$ cat src/rtl/iso_rx_pkg.sv
package iso_rx_pkg;

  typedef enum logic [1:0] {
    SUP_OFF  = 2'b00,
    SUP_LOW  = 2'b01,
    SUP_GOOD = 2'b10
  } sup_mode_t;

  // Bit 1 set means the supply is in its working range.
  function automatic sup_mode_t sup_decode(input logic [1:0] code);
    if (code[1])       return SUP_GOOD;
    else if (code[0])  return SUP_LOW;
    else               return SUP_OFF;
  endfunction

  // A floating select pin reads as high.
  function automatic logic dflt_level(input logic sel_hi, input logic floating);
    return sel_hi | floating;
  endfunction

  // Next held level; a clash keeps the old level.
  function automatic logic hold_next(input logic q, input logic rise, input logic fall);
    if (rise && !fall)      return 1'b1;
    else if (fall && !rise) return 1'b0;
    else                    return q;
  endfunction

endpackage

$ cat src/rtl/iso_rx_hold.sv
module iso_rx_hold
  import iso_rx_pkg::*;
(
  input  logic clk,
  input  logic rst_n,
  input  logic rise_i,
  input  logic fall_i,
  output logic level_q,
  output logic clash_q
);

  logic clash_now;
  assign clash_now = rise_i & fall_i;

  always_ff @(posedge clk or negedge rst_n) begin
    if (!rst_n) begin
      level_q <= 1'b0;
      clash_q <= 1'b0;
    end else begin
      level_q <= hold_next(level_q, rise_i, fall_i);
      clash_q <= clash_now;
    end
  end

endmodule

$ cat src/rtl/iso_rx_watchdog.sv
module iso_rx_watchdog #(
  parameter int TIMEOUT = 500
) (
  input  logic clk,
  input  logic rst_n,
  input  logic activity,
  output logic expired
);

  localparam int CW = $clog2(TIMEOUT + 1);
  localparam logic [CW-1:0] RELOAD = CW'(TIMEOUT);

  logic [CW-1:0] remain_q;

  // Reset leaves the window empty, so the default shows until the first pulse.
  always_ff @(posedge clk or negedge rst_n) begin
    if (!rst_n)                 remain_q <= '0;
    else if (activity)          remain_q <= RELOAD;
    else if (remain_q != '0)    remain_q <= remain_q - 1'b1;
  end

  assign expired = (remain_q == '0);

endmodule

$ cat src/rtl/iso_rx_outstage.sv
module iso_rx_outstage
  import iso_rx_pkg::*;
#(
  parameter int NCH = 3
) (
  input  logic [1:0]     supply_code,
  input  logic           use_default,
  input  logic           default_bit,
  input  logic [NCH-1:0] held,
  output logic [NCH-1:0] data_o,
  output logic           drive_o
);

  sup_mode_t mode;
  logic [NCH-1:0] chosen;

  assign mode   = sup_decode(supply_code);
  assign chosen = use_default ? {NCH{default_bit}} : held;

  always_comb begin
    unique case (mode)
      SUP_OFF:  begin drive_o = 1'b0; data_o = '0;     end
      SUP_LOW:  begin drive_o = 1'b1; data_o = '0;     end
      default:  begin drive_o = 1'b1; data_o = chosen; end
    endcase
  end

endmodule

$ cat src/rtl/iso_rx_decoder.sv
module iso_rx_decoder
  import iso_rx_pkg::*;
#(
  parameter int NCH     = 3,
  parameter int TIMEOUT = 500
) (
  input  logic           clk,
  input  logic           rst_n,
  input  logic [NCH-1:0] rise_pulse,
  input  logic [NCH-1:0] fall_pulse,
  input  logic           dflt_hi,
  input  logic           dflt_float,
  input  logic [1:0]     rx_supply,
  output logic [NCH-1:0] data_out,
  output logic           out_en,
  output logic [NCH-1:0] pulse_clash
);

  // Named internal events, visible to the bound checker.
  logic [NCH-1:0] latch_q;
  logic           any_pulse;
  logic           wd_expired;
  logic           dflt_bit;

  assign any_pulse = |(rise_pulse | fall_pulse);
  assign dflt_bit  = dflt_level(dflt_hi, dflt_float);

  for (genvar ch = 0; ch < NCH; ch++) begin : g_chan
    iso_rx_hold u_hold (
      .clk     (clk),
      .rst_n   (rst_n),
      .rise_i  (rise_pulse[ch]),
      .fall_i  (fall_pulse[ch]),
      .level_q (latch_q[ch]),
      .clash_q (pulse_clash[ch])
    );
  end

  iso_rx_watchdog #(.TIMEOUT(TIMEOUT)) u_wd (
    .clk      (clk),
    .rst_n    (rst_n),
    .activity (any_pulse),
    .expired  (wd_expired)
  );

  iso_rx_outstage #(.NCH(NCH)) u_out (
    .supply_code (rx_supply),
    .use_default (wd_expired),
    .default_bit (dflt_bit),
    .held        (latch_q),
    .data_o      (data_out),
    .drive_o     (out_en)
  );

endmodule

$ cat config.mk
export PLATFORM = sky130hd
export DESIGN_NAME = iso_rx_decoder
export DESIGN_NICKNAME = d
export VERILOG_FILES = /design/src/rtl/iso_rx_pkg.sv /design/src/rtl/iso_rx_hold.sv /design/src/rtl/iso_rx_watchdog.sv /design/src/rtl/iso_rx_outstage.sv /design/src/rtl/iso_rx_decoder.sv
export SDC_FILE = /design/constraint.sdc
export NUM_CORES = 1
export LEC_CHECK = 0
export BUFFER_PORTS_ARGS = -buffer_cell sky130_fd_sc_hd__buf_2
export CORE_UTILIZATION = 52
export DETAILED_ROUTE_END_ITERATION = 12
export GPL_TIMING_DRIVEN = 0
export PLACE_DENSITY = 0.77
export SYNTH_ARGS = -nofsm -noshare
export SYNTH_HDL_FRONTEND = slang
export SYNTH_SLANG_ARGS = --single-unit
$ cat constraint.sdc
create_clock -name clk -period 2.5 [get_ports clk]
set_input_delay 0.125 -clock clk [delete_from_list [all_inputs] [get_ports clk]]
set_output_delay 0.125 -clock clk [all_outputs]
set_load 0.005 [all_outputs]
== Word-level counts from Yosys, hierarchy flattened ==
Index checks and enable logic that the tools add are counted.
Operators by class
  add/subtract/negate cells: 1
  div/mod/pow operators: 0
  bitwise operators: 5
  muxes and demuxes: 13
  reductions and logical operators: 21
  magnitude comparators: 0
  shift-type cells: 0
  equality and inequality tests: 1
  multiply operators: 0
Operator list (count)
  9-bit two-way mux: 2
  9-bit logical NOT: 1
  9-bit nonzero test: 1
  9-bit by 1-bit subtractor with 9-bit output, second input constant: 1
  1-bit two-way mux: 8
  2-bit nonzero test: 4
  1-bit logical AND: 6
  1-bit logical NOT: 6
  3-bit two-way mux: 2
  1-bit bitwise AND: 3
  3-bit bitwise OR: 1
  3-bit OR reduction: 1
  2-bit by 1-bit == test with 1-bit output, second input constant: 1
  2-bit logical NOT: 1
  2-bit two-way mux: 1
  2-bit OR reduction: 1
  1-bit bitwise OR: 1
Storage, ports and cells
  output and inout bits: 7
  input port bits: 12
  bits in registers: 15
  bits in latches: 0
  bits in writable memories: 0
  memories kept: 0
  ROM bits: 0

== Depth between registers and ports, before layout ==
Gate-level depths: netlist of the first run.
  depth in word-level cells: 5
  depth in mapped cells: 5
  gate-level depth less buffers: 5

== By module ==
A second synthesis of the first run with hierarchy kept.
Second synthesis, totals
  cells, all modules: 77
  area, all modules: 820.8 um^2
Modules (own cells, without submodules)
  iso_rx_watchdog: times used 1, seq. area each 225.2 um^2, area an instance 467.9 um^2, cells an instance 47
  iso_rx_hold: times used 3, seq. area each 50.0 um^2, area an instance 93.8 um^2, cells an instance 6
  iso_rx_outstage: times used 1, seq. area each 0.0 um^2, area an instance 51.3 um^2, cells an instance 8
  iso_rx_decoder: times used 1, seq. area each 0.0 um^2, area an instance 20.0 um^2, cells an instance 4

== Worst setup path after synthesis of the first run ==
OpenSTA, ideal clock, no wires.
  kind: reg2out
  start point: reg u_wd.remain_q[0]
  end point: out data_out[0]
  path buffers: 0
  cell stages (with the launch flop): 6
  arrival: 1706 ps
  setup slack: 669 ps
  cells stage by stage: dfrtp_1 inv_1 ha_1 or4b_4 o41a_1 o21a_1
Between the ends
  longest elaborated chain between the ends: 3
RTL lines
  start, declared: line iso_rx_watchdog.sv:13  | logic [CW-1:0] remain_q;
  start signal, assigned: line iso_rx_watchdog.sv:19  | else if (remain_q != '0) remain_q <= remain_q - 1'b1;
  9-bit logical NOT: line iso_rx_watchdog.sv:22  | assign expired = (remain_q == '0);
  3-bit two-way mux: line iso_rx_outstage.sv:18  | assign chosen = use_default ? {NCH{default_bit}} : held;
  3-bit two-way mux: line iso_rx_outstage.sv:21  | unique case (mode)
  end, declared: line iso_rx_decoder.sv:14  | output logic [NCH-1:0] data_out,
No other way between the ends.

== Worst setup path in the final report of the first run ==
  start point: reg u_wd.remain_q[0]
  end point: out data_out[2]
Same word-level chain as after synthesis.

==> results of run 1 <==
kinds of logic (layout without fill, tap and decap cells):
| kind of cell | Yosys count | after routing | synth area share (%) |
|---|---|---|---|
| muxes | 3 | 3 | 3.857 |
| adders and majority gates | 10 | 10 | 14.29 |
| DFF | 15 | 15 | 42.86 |
| AOI/OAI and AO/OA | 20 | 20 | 16.86 |
| buffers and inverters | 13 | 36 | 6.857 |
| and+or+nand+nor | 20 | 20 | 15.29 |
power breakdown:
part | switching [mW] | internal, mW
clock network | 0.0772 | 0.0621
logic | 0.0236 | 0.0302
registers | 0.00440 | 0.251
synthesized netlist by cell type, drive strengths merged (2+ instances only):
cell | instances | share of area, %
a21oi | 3 | 1.7
o31ai | 2 | 1.7
nor3 | 2 | 1.1
o21a | 3 | 2.6
dfrtp | 15 | 43
or4 | 2 | 2.1
nor2 | 2 | 0.86
inv | 10 | 4.3
buf | 3 | 2.6
o21ai | 3 | 1.7
nand3 | 2 | 1.1
o311ai | 3 | 3.0
ha | 10 | 14
mux2 | 3 | 3.9
final cells by class:
| class | count | area share, % |
|---|---|---|
| plain buffers | 3 | 2.198 |
| clock buffers | 4 | 2.564 |
| inverters | 10 | 3.663 |
| multi-input cells | 53 | 43.22 |
| flip-flops and latches | 15 | 36.63 |
| well taps | 16 | 1.954 |
| repair buffers | 19 | 9.768 |
state kept, by name, summed over array words and instances (netlist names):
register,cells
g_chan.u_hold.level_q,3
g_chan.u_hold.clash_q,3
u_wd.remain_q,9
cells in the final DEF (no fill, tap or decap), types with 3 or more instances in the layout:
master,Yosys,routed
mux2_2,3,3
ha_1,10,9
buf_2,0,18
o21a_1,3,3
inv_1,10,10
dfrtp_1,15,15
o21ai_0,3,3
a21oi_1,3,3
buf_4,3,3
clkbuf_4,0,3
o311ai_0,3,3
through the flow:
step	std cells	power (mW)	area [µm²]
2_1_floorplan	81	0.2871	875.8
4_1_cts	120	0.4578	1022
3_5_place_dp	115	0.3146	985.9
6_report	120	0.4487	1025
3_3_place_gp	115	0.3118	985.9
5_1_grt	120	0.4730	1025
how the worst max path moves through the flow:
| stage | slack [ps] | endpoint | startpoint | cells after the start |
|---|---|---|---|---|
| global placement | 440 | data_out[0] | u_wd.remain_q[0]$_DFFE_PN0P_ | 6 |
| finish | 140 | data_out[2] | u_wd.remain_q[0]$_DFFE_PN0P_ | 6 |
| floorplan | 670 | data_out[0] | u_wd.remain_q[0]$_DFFE_PN0P_ | 5 |
| detailed placement | 410 | data_out[2] | u_wd.remain_q[0]$_DFFE_PN0P_ | 6 |
| global route | 50 | data_out[0] | u_wd.remain_q[0]$_DFFE_PN0P_ | 6 |
| CTS | 80 | data_out[2] | u_wd.remain_q[0]$_DFFE_PN0P_ | 6 |
routing by layer:
metal	part of all wire (%)	vias up	wire length [µm]
met5	0	-	0
met4	1.5	0	24
met3	5.1	2	85
met2	51	21	849
met1	42	336	692
li1	-	342	-
timing repair:
item                       in CTS  in global routing
setup buffers                   0                  0
hold buffers                    1                  0
setup endpoints to repair       0                  3
gates resized for setup         0                  1
hold endpoints to repair       15                  0
==> flow_metrics.tcl, run 1 <==
set metrics [dict create \
    hpwl_mm 1.280 \
    fin_nets 127 \
    use_met2_pct 36.36 \
    gr-total-overflow 0 \
    io_pins 19 \
    wire_per_inst_um 13.76 \
    fin_crit_ps 2358 \
    max-vdd-ir-drop_uv 379.9 \
    worstPathBufferInverterCount 2 \
    crit_path_max_incr_delay_ps 530 \
    syn_nets 103 \
    synth_enable_flop_cells 0 \
    worst_pin_slew_ps 712.9 \
    postSynthCellCount 81 \
    seq_area_frac_synth_pct 42.86 \
    drive_gt1_share_pct 32.69 \
    grt_usage_pct 21.60 \
    met1_usage_pct 26.30 \
    drc 0 \
    crit_path_max_fanout 8 \
    start_util_pct 56.82 \
    status "finished, final reports clean" \
    critPathKind "reg -> out" \
    timing.final.hold_violations 0 \
    cp.arrival_ps 2230 \
    worst_slack_ps 142.4 \
    slew_headroom_pct 52.04 \
    drt_iter0_markers 11 \
    place_congestion 0.7364 \
    crit_required_ps 2380 \
    areaGrowthSynthToFinish_pct 17.00 \
    clock_sinks 15 \
    grt_pass1_vias 713 \
    crit_family "compound AO/OA/AOI/OAI gates" \
    grt_max_degree 16 \
    hold_path_startpoint "fall_pulse[0]" \
    syn-cell-area_um2 875.8 \
    yosysUniqueCellTypes 33 \
    grt_most_used_layer "met2" \
    finalSetupTns_ps 0 \
    reg2reg_depth 5 \
    synthArstFlopShare_pct 100.0 \
    start_kind "flip-flop" \
    fp.dieH_um 43.04 \
    holdWs_ps 87.87 \
    die_w_um 43.04 \
    antenna_found_initial 0 \
    final_core_util_pct 66.48 \
    endpoint_kind "output pin" \
    drt_wl_total_mm 1.651 \
    maxCapViolations 0 \
    avgSynthCellArea_um2 10.81 \
    vias 701 \
    die_area_mm2 0.001852 \
    clk_path_buf_depth 2 \
    ys_ff_latch 15 \
    r2r_slack_ps 730 \
    period_share_pct 94.30 \
    antenna_left 0 \
    hold_depth 2 \
    num-fill-cells 130 \
    crit_chain "inv_1 -> ha_2 -> or4b_4 -> o41a_1 -> o21a_1 -> buf_2" \
    reg2reg_from "u_wd.remain_q[0]$_DFFE_PN0P_" \
    grt_pass1_wl_mm 2.960 \
    met3_usage_pct 2.979 \
    p_leak_nw 0.4797 \
    ff_latch_area_um2 375.4 \
    clk_pin_slew_ps 90 \
    firstDrtPassIters 4 \
    slowest_stage "or4b_4" \
    cts_root_buf "clkbuf_4" \
    rsz0062_at_grt "no" \
    multi_input_area_um2 442.9 \
    p_per_area_mw_per_mm2 437.9 \
    setup_viol 0 \
    io_buffer_count 18 \
    synth_warnings 0 \
    core_mm2 0.001541 \
    r2r_end "u_wd.remain_q[1]$_DFFE_PN0P_" \
    report.final.slew_viol_count 0 \
    row_count 14 \
    place_ws_ps 406.7 \
    fin_skew_ps 3.523 \
    n_antenna_cell 0 \
    min_to "g_chan[0].u_hold.clash_q$_DFF_PN0_" \
    tritoncts "built" \
    via_per_inst 5.842 \
    synth-main-ff-cell "dfrtp_1" \
    hold_path_class "in -> reg" \
    worstSkewPairLatency_ps 290 \
    fmax_ghz 0.4242 \
    cts_buffers 3 \
    h-tree-depth 1 \
]
Power figures use the tool's default switching activity.
==> run 2: changes to the inputs <==
--- a/config.mk
+++ b/config.mk
@@ -6,10 +6,11 @@
 export NUM_CORES = 1
 export LEC_CHECK = 0
 export BUFFER_PORTS_ARGS = -buffer_cell sky130_fd_sc_hd__buf_2
-export CORE_UTILIZATION = 52
+export CORE_UTILIZATION = 47
 export DETAILED_ROUTE_END_ITERATION = 12
 export GPL_TIMING_DRIVEN = 0
-export PLACE_DENSITY = 0.77
+export PLACE_DENSITY = 0.73
+export RECOVER_POWER = 100
 export SYNTH_ARGS = -nofsm -noshare
 export SYNTH_HDL_FRONTEND = slang
 export SYNTH_SLANG_ARGS = --single-unit
==> constraint.sdc (replaced) <==
create_clock -name clk -period 2 [get_ports clk]
set_input_delay 0.1 -clock clk [delete_from_list [all_inputs] [get_ports clk]]
set_output_delay 0.1 -clock clk [all_outputs]
set_load 0.005 [all_outputs]
==> run 2 against run 1 <==
Against the previous run: the run now ends with negative setup slack left; worst hold slack got worse by 32 ps; combinational power increased by 28%; wire length increased by 9.0%; cell area increased by 7.3%; sequential power increased by 25%; clock-buffer cell count unchanged; sequential share of layout area decreased by 2.5 points; setup slack got worse by 290 ps; critical path depth unchanged; largest power group unchanged.
==> flow_metrics.tcl, run 2 (synthesis gave the netlist of run 1 again) <==
set metrics [dict create \
    worst_slack_ps -150.7 \
    setup_viol 3 \
    crit_path_max_incr_delay_ps 470 \
    fin_skew_ps 1.537 \
    crit_required_ps 1900 \
    fp.dieH_um 45.17 \
    slowest_stage "or4b_4" \
    core_mm2 0.001745 \
    reg2reg_depth 5 \
    reg2reg_from "u_wd.remain_q[0]$_DFFE_PN0P_" \
    endpoint_kind "output pin" \
    antenna_found_initial 0 \
    power_mw 0.5666 \
    clock_sinks 15 \
    crit_path_max_fanout 3 \
    fmax_ghz 0.4650 \
    areaGrowthSynthToFinish_pct 25.57 \
    h-tree-depth 1 \
    drt_wl_total_mm 1.799 \
    largestRegisters "u_wd.remain_q x9, g_chan.u_hold.clash_q x3, g_chan.u_hold.level_q x3" \
    grt_usage_pct 19.75 \
    grt_max_degree 16 \
    slew_headroom_pct 44.88 \
    rsz0062_at_grt "yes" \
    clk_pin_slew_ps 90 \
    cts_buffers 3 \
    drt_iter0_markers 12 \
    grt_pass1_vias 686 \
    multi_input_area_um2 451.7 \
    final_cell_mix "15 x dfrtp_1, 14 x buf_2, 9 x ha_1" \
    n_antenna_cell 0 \
    antenna_left 0 \
    vias 746 \
    grt_pass1_wl_mm 2.822 \
    start_util_pct 50.18 \
    maxCapViolations 0 \
    worst_pin_slew_ps 826.8 \
    io_buffer_count 18 \
    report.final.slew_viol_count 0 \
    crit_chain "inv_2 -> ha_4 -> or4b_4 -> o41a_1 -> o21a_1 -> buf_2" \
    layout.cells.non_filler 137 \
    fin_crit_ps 2151 \
    largest_reg_flops 9 \
    violations "negative setup slack" \
    p_per_area_mw_per_mm2 515.2 \
    io_pins 19 \
    drc 0 \
    dpl-instance-area_um2 997.2 \
    worstSkewPairLatency_ps 290 \
    row_count 15 \
    status "finished, violations left" \
    cp.arrival_ps 2050 \
    clk_path_buf_depth 2 \
    timing.final.hold_violations 0 \
    p_leak_nw 0.5047 \
    startpoint "u_wd.remain_q[0]$_DFFE_PN0P_" \
    tritoncts "built" \
    die_area_mm2 0.002040 \
    hold_path_startpoint "fall_pulse[0]" \
    start_kind "flip-flop" \
    regMostFlops "u_wd.remain_q" \
    drive_gt1_share_pct 35.71 \
    hpwl_mm 1.200 \
    final_core_util_pct 63.01 \
    layout_commonest_cell "dfrtp_1" \
    gr-total-overflow 0 \
    die_w_um 45.17 \
    wire_per_inst_um 13.13 \
    period_share_pct 107.5 \
    firstDrtPassIters 4 \
    cts_root_buf "clkbuf_4" \
    critPathKind "reg -> out" \
    max-vdd-ir-drop_uv 402.7 \
    final_area_mm2 0.001100 \
    dp_cells 124 \
    hold_path_class "in -> reg" \
    hold_depth 2 \
    r2r_slack_ps 140 \
    place_congestion 0.7714 \
    num-fill-cells 155 \
    via_per_inst 5.445 \
    ff_latch_area_um2 375.4 \
    fin_nets 135 \
]
run 2: cell count changes in the layout (fill, tap and decap cells not counted), moves of 2 or more:
| cell | before | now |
|---|---|---|
| inv_2 | 0 | 2 |
| buf_4 | 3 | 8 |
| inv_1 | 10 | 8 |
| buf_2 | 18 | 14 |
| clkbuf_4 | 3 | 6 |
| clkbuf_1 | 1 | 5 |
run 2: layout make-up:
type | count | area share [%]
repair buffers | 27 | 14.11
inverters | 10 | 3.413
flip-flops and latches | 15 | 34.13
well taps | 25 | 2.844
multi-input cells | 53 | 41.07
plain buffers | 3 | 2.048
clock buffers | 4 | 2.389
run 2: routing by layer:
metal | wire, µm | share of wire [%] | global-route usage [%] | up-vias
li1 | - | - | - | 358
met1 | 763 | 42 | 23.29 | 353
met2 | 861 | 48 | 31.30 | 26
met3 | 114 | 6.3 | 5.200 | 9
met4 | 60 | 3.3 | 13.33 | 0
met5 | 0 | 0 | 0 | -
run 2: repair_timing:
item | in CTS | in global routing
pin swaps | 2 | 2
hold buffers | 1 | 0
resized for setup | 4 | 1
setup endpoints to repair | 3 | 3
hold endpoints to repair | 15 | 0
setup buffers | 6 | 2
run 2: worst paths after layout:
| kind | endpoint |
|---|---|
| worst max register to register | u_wd.remain_q[7]$_DFFE_PN0P_ |
| worst max-delay path | data_out[0] |
| min in group asynchronous | u_wd.remain_q[7]$_DFFE_PN0P_ |
| worst min register to register | g_chan[2].u_hold.level_q$_DFFE_PN0P_ |
| worst min-delay path | g_chan[0].u_hold.clash_q$_DFF_PN0_ |
| max in group asynchronous | u_wd.remain_q[2]$_DFFE_PN0P_ |
run 2: worst max-delay path: cells and delay by family (launching register included):
| kind | cells | cell delay, ps |
|---|---|---|
| compound gates | 2 | 540 |
| simple gates | 1 | 470 |
| flops | 1 | 410 |
| buf+inv | 2 | 210 |
| fa+ha+maj | 1 | 130 |
run 2: report_power, final:
group | internal (mW) | switching, mW | total [mW]
clock network | 0.0776 | 0.100 | 0.178
registers | 0.314 | 0.00537 | 0.320
logic | 0.0385 | 0.0306 | 0.0690
total | 0.430 | 0.136 | 0.567
run 2: through the flow:
step	hold slack (ps)	setup slack (ps)	setup TNS, ps
finish	55.80	-150.7	-437.9
global route	62.42	-208.8	-602.2
CTS	57.88	-163.1	-471.3
detailed placement	31.30	-59.19	-159.7
global placement	28.65	-27.57	-79.00
floorplan	-195.6	193.6	0
